===== src/rtl/oow_sb_pkg.sv =====
package oow_sb_pkg;

    localparam int unsigned SB_XLEN   = 32;
    localparam int unsigned SB_DEPTH  = 4;
    localparam int unsigned SB_NUM_FU = 3;
    localparam int unsigned SB_REG_W  = 5;
    localparam int unsigned SB_OP_W   = 4;

    typedef enum logic [1:0] {
        FU_ALU = 2'd0,
        FU_LSU = 2'd1,
        FU_MUL = 2'd2
    } fu_e;

    typedef struct packed {
        logic                 valid;
        logic                 done;
        fu_e                  fu;
        logic [SB_OP_W-1:0]   op;
        logic [SB_REG_W-1:0]  rd;
        logic [SB_REG_W-1:0]  rs1;
        logic [SB_REG_W-1:0]  rs2;
        logic [SB_XLEN-1:0]   result;
        logic                 exc;
    } sb_entry_t;

    function automatic logic reg_writes(input logic [SB_REG_W-1:0] rd, input logic exc);
        return (rd != '0) && !exc;
    endfunction

endpackage


===== src/rtl/sb_ptrs.sv =====
module sb_ptrs #(
    parameter int unsigned DEPTH = oow_sb_pkg::SB_DEPTH,
    localparam int unsigned IDXW = $clog2(DEPTH),
    localparam int unsigned CNTW = $clog2(DEPTH + 1)
) (
    input  logic            clk,
    input  logic            rst,
    input  logic            flush,
    input  logic            push,
    input  logic            pop,
    output logic [IDXW-1:0] wr_ptr,
    output logic [IDXW-1:0] rd_ptr,
    output logic [CNTW-1:0] count,
    output logic            full
);
    always_ff @(posedge clk) begin
        if (rst || flush) begin
            wr_ptr <= '0;
            rd_ptr <= '0;
            count  <= '0;
        end else begin
            if (push) wr_ptr <= wr_ptr + 1'b1;
            if (pop)  rd_ptr <= rd_ptr + 1'b1;
            case ({push, pop})
                2'b10:   count <= count + 1'b1;
                2'b01:   count <= count - 1'b1;
                default: count <= count;
            endcase
        end
    end

    assign full = (count == CNTW'(DEPTH));
endmodule


===== src/rtl/sb_lookup.sv =====
module sb_lookup
    import oow_sb_pkg::*;
#(
    parameter int unsigned DEPTH = SB_DEPTH,
    localparam int unsigned IDXW = $clog2(DEPTH),
    localparam int unsigned CNTW = $clog2(DEPTH + 1)
) (
    input  sb_entry_t [DEPTH-1:0] ents,
    input  logic [IDXW-1:0]       head,
    input  logic [CNTW-1:0]       count,
    input  logic [SB_REG_W-1:0]   key,
    output logic                  busy,
    output logic                  hit,
    output logic [SB_XLEN-1:0]    data
);
    logic [IDXW-1:0] idx;

    // Walk from oldest to youngest; the last match found wins.
    always_comb begin
        busy = 1'b0;
        hit  = 1'b0;
        data = '0;
        idx  = '0;
        for (int k = 0; k < DEPTH; k++) begin
            idx = head + IDXW'(k);
            if ((CNTW'(k) < count) && ents[idx].valid &&
                (ents[idx].rd == key) && (key != '0)) begin
                busy = !ents[idx].done;
                hit  = ents[idx].done;
                data = ents[idx].done ? ents[idx].result : '0;
            end
        end
    end
endmodule


===== src/rtl/oow_scoreboard.sv =====
module oow_scoreboard
    import oow_sb_pkg::*;
#(
    parameter int unsigned DEPTH  = SB_DEPTH,
    parameter int unsigned NUM_FU = SB_NUM_FU,
    localparam int unsigned IDXW  = $clog2(DEPTH),
    localparam int unsigned CNTW  = $clog2(DEPTH + 1)
) (
    input  logic                             clk,
    input  logic                             rst,
    input  logic                             flush,
    input  logic                             issue_valid,
    output logic                             issue_ready,
    input  logic [1:0]                       issue_fu,
    input  logic [SB_OP_W-1:0]               issue_op,
    input  logic [SB_REG_W-1:0]              issue_rd,
    input  logic [SB_REG_W-1:0]              issue_rs1,
    input  logic [SB_REG_W-1:0]              issue_rs2,
    output logic [IDXW-1:0]                  issue_tag,
    output logic [1:0]                       lookup_busy,
    output logic [1:0]                       lookup_hit,
    output logic [1:0][SB_XLEN-1:0]          lookup_data,
    input  logic [NUM_FU-1:0]                wb_valid,
    input  logic [NUM_FU-1:0][IDXW-1:0]      wb_tag,
    input  logic [NUM_FU-1:0][SB_XLEN-1:0]   wb_data,
    input  logic [NUM_FU-1:0]                wb_exc,
    output logic                             commit_valid,
    output logic [SB_REG_W-1:0]              commit_rd,
    output logic [SB_XLEN-1:0]               commit_data,
    output logic                             commit_we,
    output logic                             commit_exc
);
    sb_entry_t [DEPTH-1:0] ent_q;
    logic [IDXW-1:0]       wr_ptr;
    logic [IDXW-1:0]       rd_ptr;
    logic [CNTW-1:0]       count;
    logic                  full;
    logic                  halt_q;
    logic                  push;
    logic                  pop;
    sb_entry_t             head;
    sb_entry_t             new_ent;

    assign issue_ready = !full && !halt_q;
    assign push        = issue_valid && issue_ready && !flush;
    assign issue_tag   = wr_ptr;

    sb_ptrs #(.DEPTH(DEPTH)) u_ptrs (
        .clk    (clk),
        .rst    (rst),
        .flush  (flush),
        .push   (push),
        .pop    (pop),
        .wr_ptr (wr_ptr),
        .rd_ptr (rd_ptr),
        .count  (count),
        .full   (full)
    );

    always_comb begin
        new_ent        = '0;
        new_ent.valid  = 1'b1;
        new_ent.fu     = fu_e'(issue_fu);
        new_ent.op     = issue_op;
        new_ent.rd     = issue_rd;
        new_ent.rs1    = issue_rs1;
        new_ent.rs2    = issue_rs2;
    end

    // Entry storage: writebacks first, then allocation and release.
    always_ff @(posedge clk) begin
        if (rst || flush) begin
            ent_q  <= '0;
            halt_q <= 1'b0;
        end else begin
            for (int f = 0; f < NUM_FU; f++) begin
                if (wb_valid[f] && ent_q[wb_tag[f]].valid) begin
                    ent_q[wb_tag[f]].done   <= 1'b1;
                    ent_q[wb_tag[f]].result <= wb_data[f];
                    ent_q[wb_tag[f]].exc    <= wb_exc[f];
                end
            end
            if (pop) begin
                ent_q[rd_ptr].valid <= 1'b0;
                ent_q[rd_ptr].done  <= 1'b0;
                if (head.exc) halt_q <= 1'b1;
            end
            if (push) ent_q[wr_ptr] <= new_ent;
        end
    end

    // Operand lookup, one searcher per source register.
    logic [1:0][SB_REG_W-1:0] src_key;
    assign src_key[0] = issue_rs1;
    assign src_key[1] = issue_rs2;

    for (genvar s = 0; s < 2; s++) begin : g_src
        sb_lookup #(.DEPTH(DEPTH)) u_lookup (
            .ents  (ent_q),
            .head  (rd_ptr),
            .count (count),
            .key   (src_key[s]),
            .busy  (lookup_busy[s]),
            .hit   (lookup_hit[s]),
            .data  (lookup_data[s])
        );
    end

    // In-order retirement from the head of the ring.
    assign head         = ent_q[rd_ptr];
    assign pop          = head.valid && head.done && !halt_q && !flush;
    assign commit_valid = pop;
    assign commit_rd    = head.rd;
    assign commit_data  = head.result;
    assign commit_exc   = head.exc;
    assign commit_we    = pop && reg_writes(head.rd, head.exc);
endmodule


===== config.mk =====
export PLATFORM = sky130hd
export DESIGN_NAME = oow_scoreboard
export DESIGN_NICKNAME = d
export VERILOG_FILES = /design/src/rtl/oow_sb_pkg.sv /design/src/rtl/sb_ptrs.sv /design/src/rtl/sb_lookup.sv /design/src/rtl/oow_scoreboard.sv
export SDC_FILE = /design/constraint.sdc
export NUM_CORES = 1
export LEC_CHECK = 0
export BUFFER_PORTS_ARGS = -buffer_cell sky130_fd_sc_hd__clkbuf_2
export CAP_MARGIN = 40
export CORE_UTILIZATION = 50
export CTS_BUF_LIST = sky130_fd_sc_hd__clkbuf_16
export CTS_CLUSTER_DIAMETER = 40
export DETAILED_ROUTE_END_ITERATION = 7
export GPL_TIMING_DRIVEN = 0
export HOLD_SLACK_MARGIN = 0.02
export PLACE_DENSITY = 0.72
export SYNTH_ARGS = -nofsm -noshare
export SYNTH_HDL_FRONTEND = slang
export SYNTH_SLANG_ARGS = --single-unit

===== constraint.sdc =====
create_clock -name clk -period 5.1 [get_ports clk]
set_input_delay 0.255 -clock clk [delete_from_list [all_inputs] [get_ports clk]]
set_output_delay 0.255 -clock clk [all_outputs]
set_load 0.03 [all_outputs]

* Word level (Yosys, flattened, before mapping) *
Index checks and enable logic that the tools add are counted.

storage, ports and cells
  flip-flop bits (word level) = 232
  input port bits = 133
  output and inout port bits = 111
  word-level logic and storage cells = 212

operators by class
  add/sub/neg operators = 6
  magnitude comparators = 17
  eq/ne operators = 11
  muxes and demuxes = 88
  reductions and logical operators = 50

operator list
  cell                                                                                 count
  224-bit bitwise mux                                                                  12
  224-bit 2-to-1 mux                                                                   9
  56-bit demux with 2-bit select                                                       12
  56-bit binary-select mux with 2-bit select                                           7
  56-bit 2-to-1 mux                                                                    9
  32-bit 2-to-1 mux                                                                    12
  55-bit 2-to-1 mux                                                                    4
  33-bit 2-to-1 mux                                                                    3
  5-bit equality test                                                                  8
  1-bit logical AND                                                                    36
  2-bit by 3-bit < comparator with 1-bit output, second input constant                 8
  1-bit 2-to-1 mux                                                                     19
  5-bit nonzero test                                                                   3
  2-bit by 1-bit greater-or-equal comparator with 1-bit output, second input constant  5
  1-bit zero test                                                                      8
  1-bit by 3-bit < comparator with 1-bit output, first input constant                  2
  2-bit by 3-bit < comparator with 1-bit output, first input constant                  2
  3-bit case mux with 2 select lines                                                   1
  2-bit by 1-bit adder with 2-bit output, second input constant                        2
  2-bit adder, second input constant                                                   2
  3-bit by 1-bit adder with 3-bit output, second input constant                        1
  3-bit equality test, second input constant                                           1
  3-bit by 1-bit subtractor with 3-bit output, second input constant                   1
  2-bit by 1-bit equality test with 1-bit output, second input constant                1
  other kinds (4)                                                                      4

* Depth between registers and ports, before layout *
Gate-level depths: netlist (run 1).

  word-level depth = 25
  mapped depth = 19
  gate-level depth less buffers = 8

* Cells and area by module *
Synthesis (run 1) repeated with hierarchy kept, for this count alone.

second synthesis, totals
  cells, all modules = 2,136
  area total of the unflattened synthesis = 22,282.6 um2

modules (own cells, without submodules)
  module          times used  cells an instance  area each (um2)  seq. area each (um2)
  oow_scoreboard  1           1,229              11,013.1         4,504.3
  sb_lookup       2           436                5,479.0          0.0
  sb_ptrs         1           35                 311.5            140.1

* Worst setup path after synthesis (run 1) *
No wires, ideal clock.

  path kind = reg2out
  start point = reg u_ptrs.rd_ptr[0]
  end point = out lookup_data[27] (netlist bit)
  arrival = 4.707 ns
  data required time = 4.845 ns
  setup slack = 0.138 ns
  stages on the path, launching flop included = 19
  cells stage by stage = dfxtp_1 buf_6 buf_2 buf_2 buf_4 buf_2 buf_2 inv_1 ha_1 buf_2 buf_2 mux4_1 and2_1 and3_1 clkbuf_1 a211oi_2 buf_2 a2111oi_0 a221oi_1

RTL lines
  item                    RTL line              text
  start, declared         sb_ptrs.sv:12         output logic [IDXW-1:0] rd_ptr,
  start signal, assigned  sb_ptrs.sv:23         if (pop) rd_ptr <= rd_ptr + 1'b1;
  end, declared           oow_scoreboard.sv:22  output logic [1:0][SB_XLEN-1:0] lookup_data,

==> impl_metrics.yaml, run 1 <==
worst_setup_path:
  path_class: "reg2out"
  cp_data_required_time_ps: 4850
  r2r_start: "u_ptrs.count[0]"
  cp-start-kind: "flip-flop"
  cp_top_family: "buffers and inverters"
  critPathSlowestCell: "a2111oi_0"
  cp_num_buf_inv: 9
  path_cells: "buf_4 > buf_8 > buf_6 > inv_1 > ha_1 > buf_6 > buf_4 > mux4_2 > xnor2_1 > and3_2 > a211oi_4 > buf_4 > clkbuf_4 > a2111oi_0 > a221oi_2 > buf_4"
  worstPathMaxFanout: 19
  critical_path_depth: 16
  r2r-end: "ent_q[30]"
  slowest_delay_ps: 580
  r2r_slack_ps: 1950
  cp_common_cell: "buf_4"
  end_kind: "output port"
  critPathArrivalTime_ps: 4730
  reg2reg_depth: 7
die:
  die_w_um: 179
  rows: 64
  die-area_sq_um: 31900
  die-height_um: 179
  initial_core_util: 0.509
  pin_count: 244
  core_area_sq_um: 30700
place:
  hpwl_um: 60100
  globalplace.congestion: 1.06
  pre_cts_slack_ps: -1360
  io_buffers: 227
sta:
  setup_viol: 0
  finalClockSkew_ps: 10.7
  fmax_ghz: 0.201
  worst_slack_ps: 116
  worstMarginPinSlew_ps: 948
  slew_violations: 0
  slew_headroom: 0.368
  fin_crit_sh: 0.977
  fin_crit_ps: 4980
  finalHoldViolations: 0
grt:
  grt_usage: 0.471
  grt_pass1_wl_um: 109000
  antenna_found_initial: 0
  grt_pass1_vias: 16300
  grt_max_degree: 20
  overflow: 0
synthesis:
  seq_area_frac_synth: 0.216
  synth_area_sq_um: 15600
  postSynthCellCount: 1901
  synth_cell_types: 59
  yosys.area.top_type_share: 0.216
  synth_area_leaders: "dfxtp_1, mux4_2, mux2i_1"
  synth_edf_count: 0
  avgSynthCellArea_sq_um: 8.20
  yosys.area.top_type: "dfxtp_1"
  synthFlopType: "dfxtp_1"
  synth-seq-cells: 168
  postSynth.asyncResetShare: 0
  synth_fp_nets: 2046
  synth_warnings: 0
final_layout:
  multi_input_area_sq_um: 11600
  drive_gt1_frac: 0.253
  nets: 2294
  fillCellCount: 2833
  layout_common_cells: "nor2_1, clkbuf_2, mux2i_1"
  final_util: 0.598
  layout_commonest_cell: "nor2_1"
  antenna_cells: 0
  area_growth_pct: 17.5
  regArea_sq_um: 3360
hold_path:
  min_to: "ent_q[212]"
  hp-class: "in2reg"
  hp-start: "issue_rd[1]"
  min_path_cells: 3
job:
  max-cap-violations: 0
power:
  switching_power_uw: 752
  p_seq_frac: 0.463
  leakage_uw: 0.00727
  p_per_area_nw_per_um2: 156
  ir_drop_v: 0.000240
  switching_share: 0.263
  clock_power_share: 0.451
  combPwrFrac: 0.086
  intPower_uw: 2100
detailed_routing:
  first_pass_iters: 6
  postRouteAntennaNets: 0
  routedWlPerCell_um: 29.5
  via_per_inst: 7.17
  drtIter0Drc: 2732
  route.detailed.drc: 0
  via_count: 18400
  routed_wl_um: 75500
clocking:
  cts-root-buf: "clkbuf_16"
  clock_latency_ps: 450
  clkSlewWorstSetupHoldPaths_ps: 70
  clockBufferDepth: 2
  htreeDepth: 4
  cts_tree: "yes"
  numCtsBuffers: 17
  clock_sinks: 168
status:
  status: "finished, final reports clean"
[cell type report]
type / count / share of cell area
multi-input cells: 1507 / 0.632
flip-flops and latches: 168 / 0.183
repair buffers: 236 / 0.0695
plain buffers: 207 / 0.0551
well taps: 396 / 0.0270
clock buffers: 17 / 0.0232
clock inverters: 15 / 0.00758
inverters: 12 / 0.00246
[timing repair]
item	4_1_cts	5_1_grt
buffers inserted	3	3
resized for setup	89	92
pin swaps	2	3
hold buffers	0	0
setup endpoints to repair	68	68
[power groups by stage]
stage	sequential (uW)	clock, uW	combinational (uW)
after floorplan	1350	0	96.2
after global placement	1350	0	228
after detailed placement	1350	0	231
after CTS	1320	1290	233
after global routing	1320	1350	255
final	1320	1290	246
[sequential cells by signal (all words and copies together) (netlist names)]
| register | cells |
|---|---|
| u_ptrs.rd_ptr | 2 |
| u_ptrs.wr_ptr | 2 |
| u_ptrs.count | 3 |
| ent_q | 160 |
| halt_q | 1 |
[how the worst max path moves through the flow]
stage / startpoint / endpoint / slack (ps)
after floorplan: u_ptrs.rd_ptr[0] / lookup_data[27] / 140
after global placement: u_ptrs.rd_ptr[1] / lookup_data[20] / -1400
after detailed placement: u_ptrs.rd_ptr[1] / lookup_data[30] / -1360
after CTS: u_ptrs.rd_ptr[0] / lookup_data[47] / 10
after global routing: u_ptrs.rd_ptr[1] / lookup_data[21] / -70
final: u_ptrs.rd_ptr[1] / lookup_data[21] / 120
[kinds of logic after synthesis]
logic type,share of synthesized area
AND/OR/NAND/NOR,0.183
AO/OA/AOI/OAI,0.238
multiplexers,0.268
buffers and inverters,0.0612
flip-flops,0.216
XOR/XNOR,0.0247
adder cells (fa/ha/maj),0.00963
[cells in the mapped netlist (14+ instances only)]
| cell | n |
|---|---|
| nor2_1 | 315 |
| mux2i_1 | 172 |
| dfxtp_1 | 168 |
| a211oi_1 | 161 |
| a21oi_1 | 161 |
| clkbuf_1 | 143 |
| nand2_1 | 143 |
| mux4_2 | 88 |
| a221oi_1 | 55 |
| buf_2 | 39 |
| o211ai_1 | 38 |
| mux2_2 | 35 |
| xnor2_1 | 33 |
| a2111oi_0 | 32 |
| and3_1 | 31 |
| nand3_1 | 30 |
| a21bo_2 | 23 |
| buf_1 | 23 |
| o22ai_1 | 23 |
| nor3_1 | 21 |
| and2_1 | 14 |
| nand4_1 | 14 |
| nor3_2 | 14 |
[metrics by stage]
| stage | area [sq um] | total power [uW] | setup TNS, ps | hold WS [ps] | std cells |
|---|---|---|---|---|---|
| 2_1_floorplan | 15600 | 1450 | 0 | 396 | 1901 |
| 3_3_place_gp | 17200 | 1580 | -80160 | 482 | 2524 |
| 3_5_place_dp | 17300 | 1580 | -79880 | 489 | 2527 |
| 4_1_cts | 18100 | 2840 | 0 | 84.5 | 2557 |
| 5_1_grt | 18300 | 2920 | -77.9 | 110 | 2558 |
| 6_report | 18300 | 2860 | 0 | 95.3 | 2558 |
[layer usage]
layer,share of wire,vias up,GRT usage
met5,0,-,0
met4,0.046,0,0.204
met3,0.15,256,0.128
met2,0.42,1644,0.684
met1,0.39,8748,0.650
li1,-,7703,-
[tightest hold or removal path, cell delays in order]
cell      delay, ps
clkbuf_2        110
nand3_1          80
a21oi_1          60
No activity file was read; power rests on OpenSTA's default activity.
==> run 2, diff against run 1 <==
--- a/config.mk
+++ b/config.mk
@@ -7,13 +7,12 @@
 export LEC_CHECK = 0
 export BUFFER_PORTS_ARGS = -buffer_cell sky130_fd_sc_hd__clkbuf_2
 export CAP_MARGIN = 40
-export CORE_UTILIZATION = 50
+export CORE_UTILIZATION = 25
 export CTS_BUF_LIST = sky130_fd_sc_hd__clkbuf_16
 export CTS_CLUSTER_DIAMETER = 40
 export DETAILED_ROUTE_END_ITERATION = 7
 export GPL_TIMING_DRIVEN = 0
 export HOLD_SLACK_MARGIN = 0.02
-export PLACE_DENSITY = 0.72
 export SYNTH_ARGS = -nofsm -noshare
 export SYNTH_HDL_FRONTEND = slang
 export SYNTH_SLANG_ARGS = --single-unit
==> constraint.sdc (replaced) <==
create_clock -name clk -period 5 [get_ports clk]
set_input_delay 0.25 -clock clk [delete_from_list [all_inputs] [get_ports clk]]
set_output_delay 0.25 -clock clk [all_outputs]
set_load 0.03 [all_outputs]
==> run 2 against run 1 <==
  * Clock skew up 2.0 ps
  * Largest power group is now the clock network
  * Hold slack better by 7.9 ps
  * Sequential share of layout area decreased by 0.92 points
==> impl_metrics.yaml, run 2 (synthesized netlist as in run 1, its figures left out) <==
status:
  status: "finished, final reports clean"
worst_setup_path:
  critPathLaunch: "u_ptrs.rd_ptr[0]"
  worstPathMaxFanout: 19
  path_cells: "buf_6 > buf_6 > buf_6 > buf_12 > buf_8 > inv_1 > ha_1 > buf_6 > mux4_2 > xnor2_1 > nand4_1 > nor4_4 > buf_4 > clkbuf_2 > buf_2 > a221oi_2 > clkbuf_2"
  r2r-end: "ent_q[78]"
  critical_path_depth: 17
  slowest_delay_ps: 560
  end_kind: "output port"
  r2r_slack_ps: 1940
  reg2reg_depth: 7
  cp_common_cell: "buf_6"
  r2r_start: "u_ptrs.count[0]"
  critPathSlowestCell: "mux4_2"
  critPathArrivalTime_ps: 4650
  cp-start-kind: "flip-flop"
  path_class: "reg2out"
  cp_top_family: "buffers and inverters"
  cp_num_buf_inv: 11
  cp_data_required_time_ps: 4750
  crit_end: "lookup_data[20]"
detailed_routing:
  postRouteAntennaNets: 0
  route.detailed.drc: 0
  drtIter0Drc: 2851
  routed_wl_um: 81400
  via_per_inst: 5.90
  via_count: 17700
  routedWlPerCell_um: 27.1
  first_pass_iters: 6
final_layout:
  layout_commonest_cell: "nor2_1"
  top_regs: "ent_q: 160 flops, u_ptrs.count: 3 flops"
  nets: 2295
  regArea_sq_um: 3360
  multi_input_area_sq_um: 11900
  largest_reg_flops: 160
  fin_area_sq_um: 19300
  stdcell_count: 3006
  area_growth_pct: 23.8
  fillCellCount: 6691
  regMostFlops: "ent_q"
  layout_common_cells: "nor2_1, clkbuf_2, mux2i_1"
  final_util: 0.313
  drive_gt1_frac: 0.274
place:
  io_buffers: 227
  placedCellCount: 2969
  hpwl_um: 65100
  globalplace.congestion: 1.01
  pre_cts_slack_ps: -1640
  place_area_sq_um: 17800
clocking:
  htreeDepth: 4
  clockBufferDepth: 2
  cts_tree: "yes"
  cts_hold_buffers: 0
  clock_latency_ps: 450
  clock_sinks: 168
  clkSlewWorstSetupHoldPaths_ps: 70
  cts-root-buf: "clkbuf_16"
  numCtsBuffers: 17
sta:
  grt_setup_unrepaired: "yes"
  slew_headroom: 0.372
  setup_viol: 0
  fmax_ghz: 0.204
  hold_ws_ps: 103
  finalHoldViolations: 0
  worst_slack_ps: 97.0
  worstMarginPinSlew_ps: 942
  fin_crit_ps: 4900
  finalClockSkew_ps: 12.7
  slew_violations: 0
  fin_crit_sh: 0.981
grt:
  overflow: 0
  grt_pass1_vias: 16300
  grt_usage: 0.248
  grt_pass1_wl_um: 116000
  antenna_found_initial: 20
  grt_max_degree: 20
die:
  initial_core_util: 0.253
  core_area_sq_um: 61700
  pin_count: 244
  die_w_um: 252
  die-area_sq_um: 63400
  rows: 91
  die-height_um: 252
power:
  p_per_area_nw_per_um2: 155
  ir_drop_v: 0.000283
  leakage_uw: 0.00737
hold_path:
  hp-class: "in2reg"
  hp-start: "issue_rd[2]"
job:
  max-cap-violations: 0
==> run 2: cell count changes in the layout (fill, tap and decap cells not counted), sizes merged <==
cell / previous run / this run
buf: 90 / 83
clkbuf: 370 / 378
clkinv: 8 / 5
diode: 0 / 6
inv: 17 / 20
==> run 2: layer usage <==
metal,wire length (um),track usage,vias to the layer above,part of all wire
met1,32500,0.329,8433,0.40
met5,160,0,-,0.0020
met2,34500,0.376,1388,0.42
met3,11200,0.0842,190,0.14
met4,3130,0.0771,26,0.038
li1,-,-,7708,-
==> run 2: worst min-delay path by stage <==
stage,slack (ps),cells after the start,end
CTS,90,3,ent_q[20]
global route,100,3,ent_q[18]
detailed placement,490,2,ent_q[102]
floorplan,390,2,ent_q[0]
finish,100,3,ent_q[101]
global placement,490,2,ent_q[47]
==> run 2: report_power, final <==
part	internal, uW	switching [uW]	total (uW)	leakage, uW
sequential	1340	7.06	1350	0.00135
combinational	76.9	173	250	0.00572
clock	751	633	1380	0.000300
total	2170	814	2980	0.00737
==> run 2: cell type report <==
type                       instances  share of cell area
clock buffer                      17              0.0220
buffer                           206              0.0536
multi-input combinational       1507               0.618
inverter                          12             0.00233
antenna                            6            0.000778
clock inverter                    15             0.00875
timing repair buffer             238              0.0658
sequential                       168               0.174
tap                              837              0.0543
==> run 2: worst reg2reg max path, stage by stage, from the launching register on <==
cell and delay [ps]:
dfxtp_1 450, inv_1 110, ha_1 230, a21oi_1 580, nand2_1 400, nand2_1 540, clkbuf_1 520, nor2_1 110
==> run 2: per-stage QoR <==
stage	TNS [ps]	power, uW
2_1_floorplan	0	1470
3_3_place_gp	-89200	1620
3_5_place_dp	-88050	1620
4_1_cts	0	2980
5_1_grt	-399	3050
6_report	0	2980
==> run 2: repair_timing <==
item / 4_1_cts / 5_1_grt
setup endpoints to repair: 68 / 68
pin swaps: 3 / 3
resized for setup: 150 / 73
hold endpoints to repair: 0 / 0
setup buffers: 5 / 2
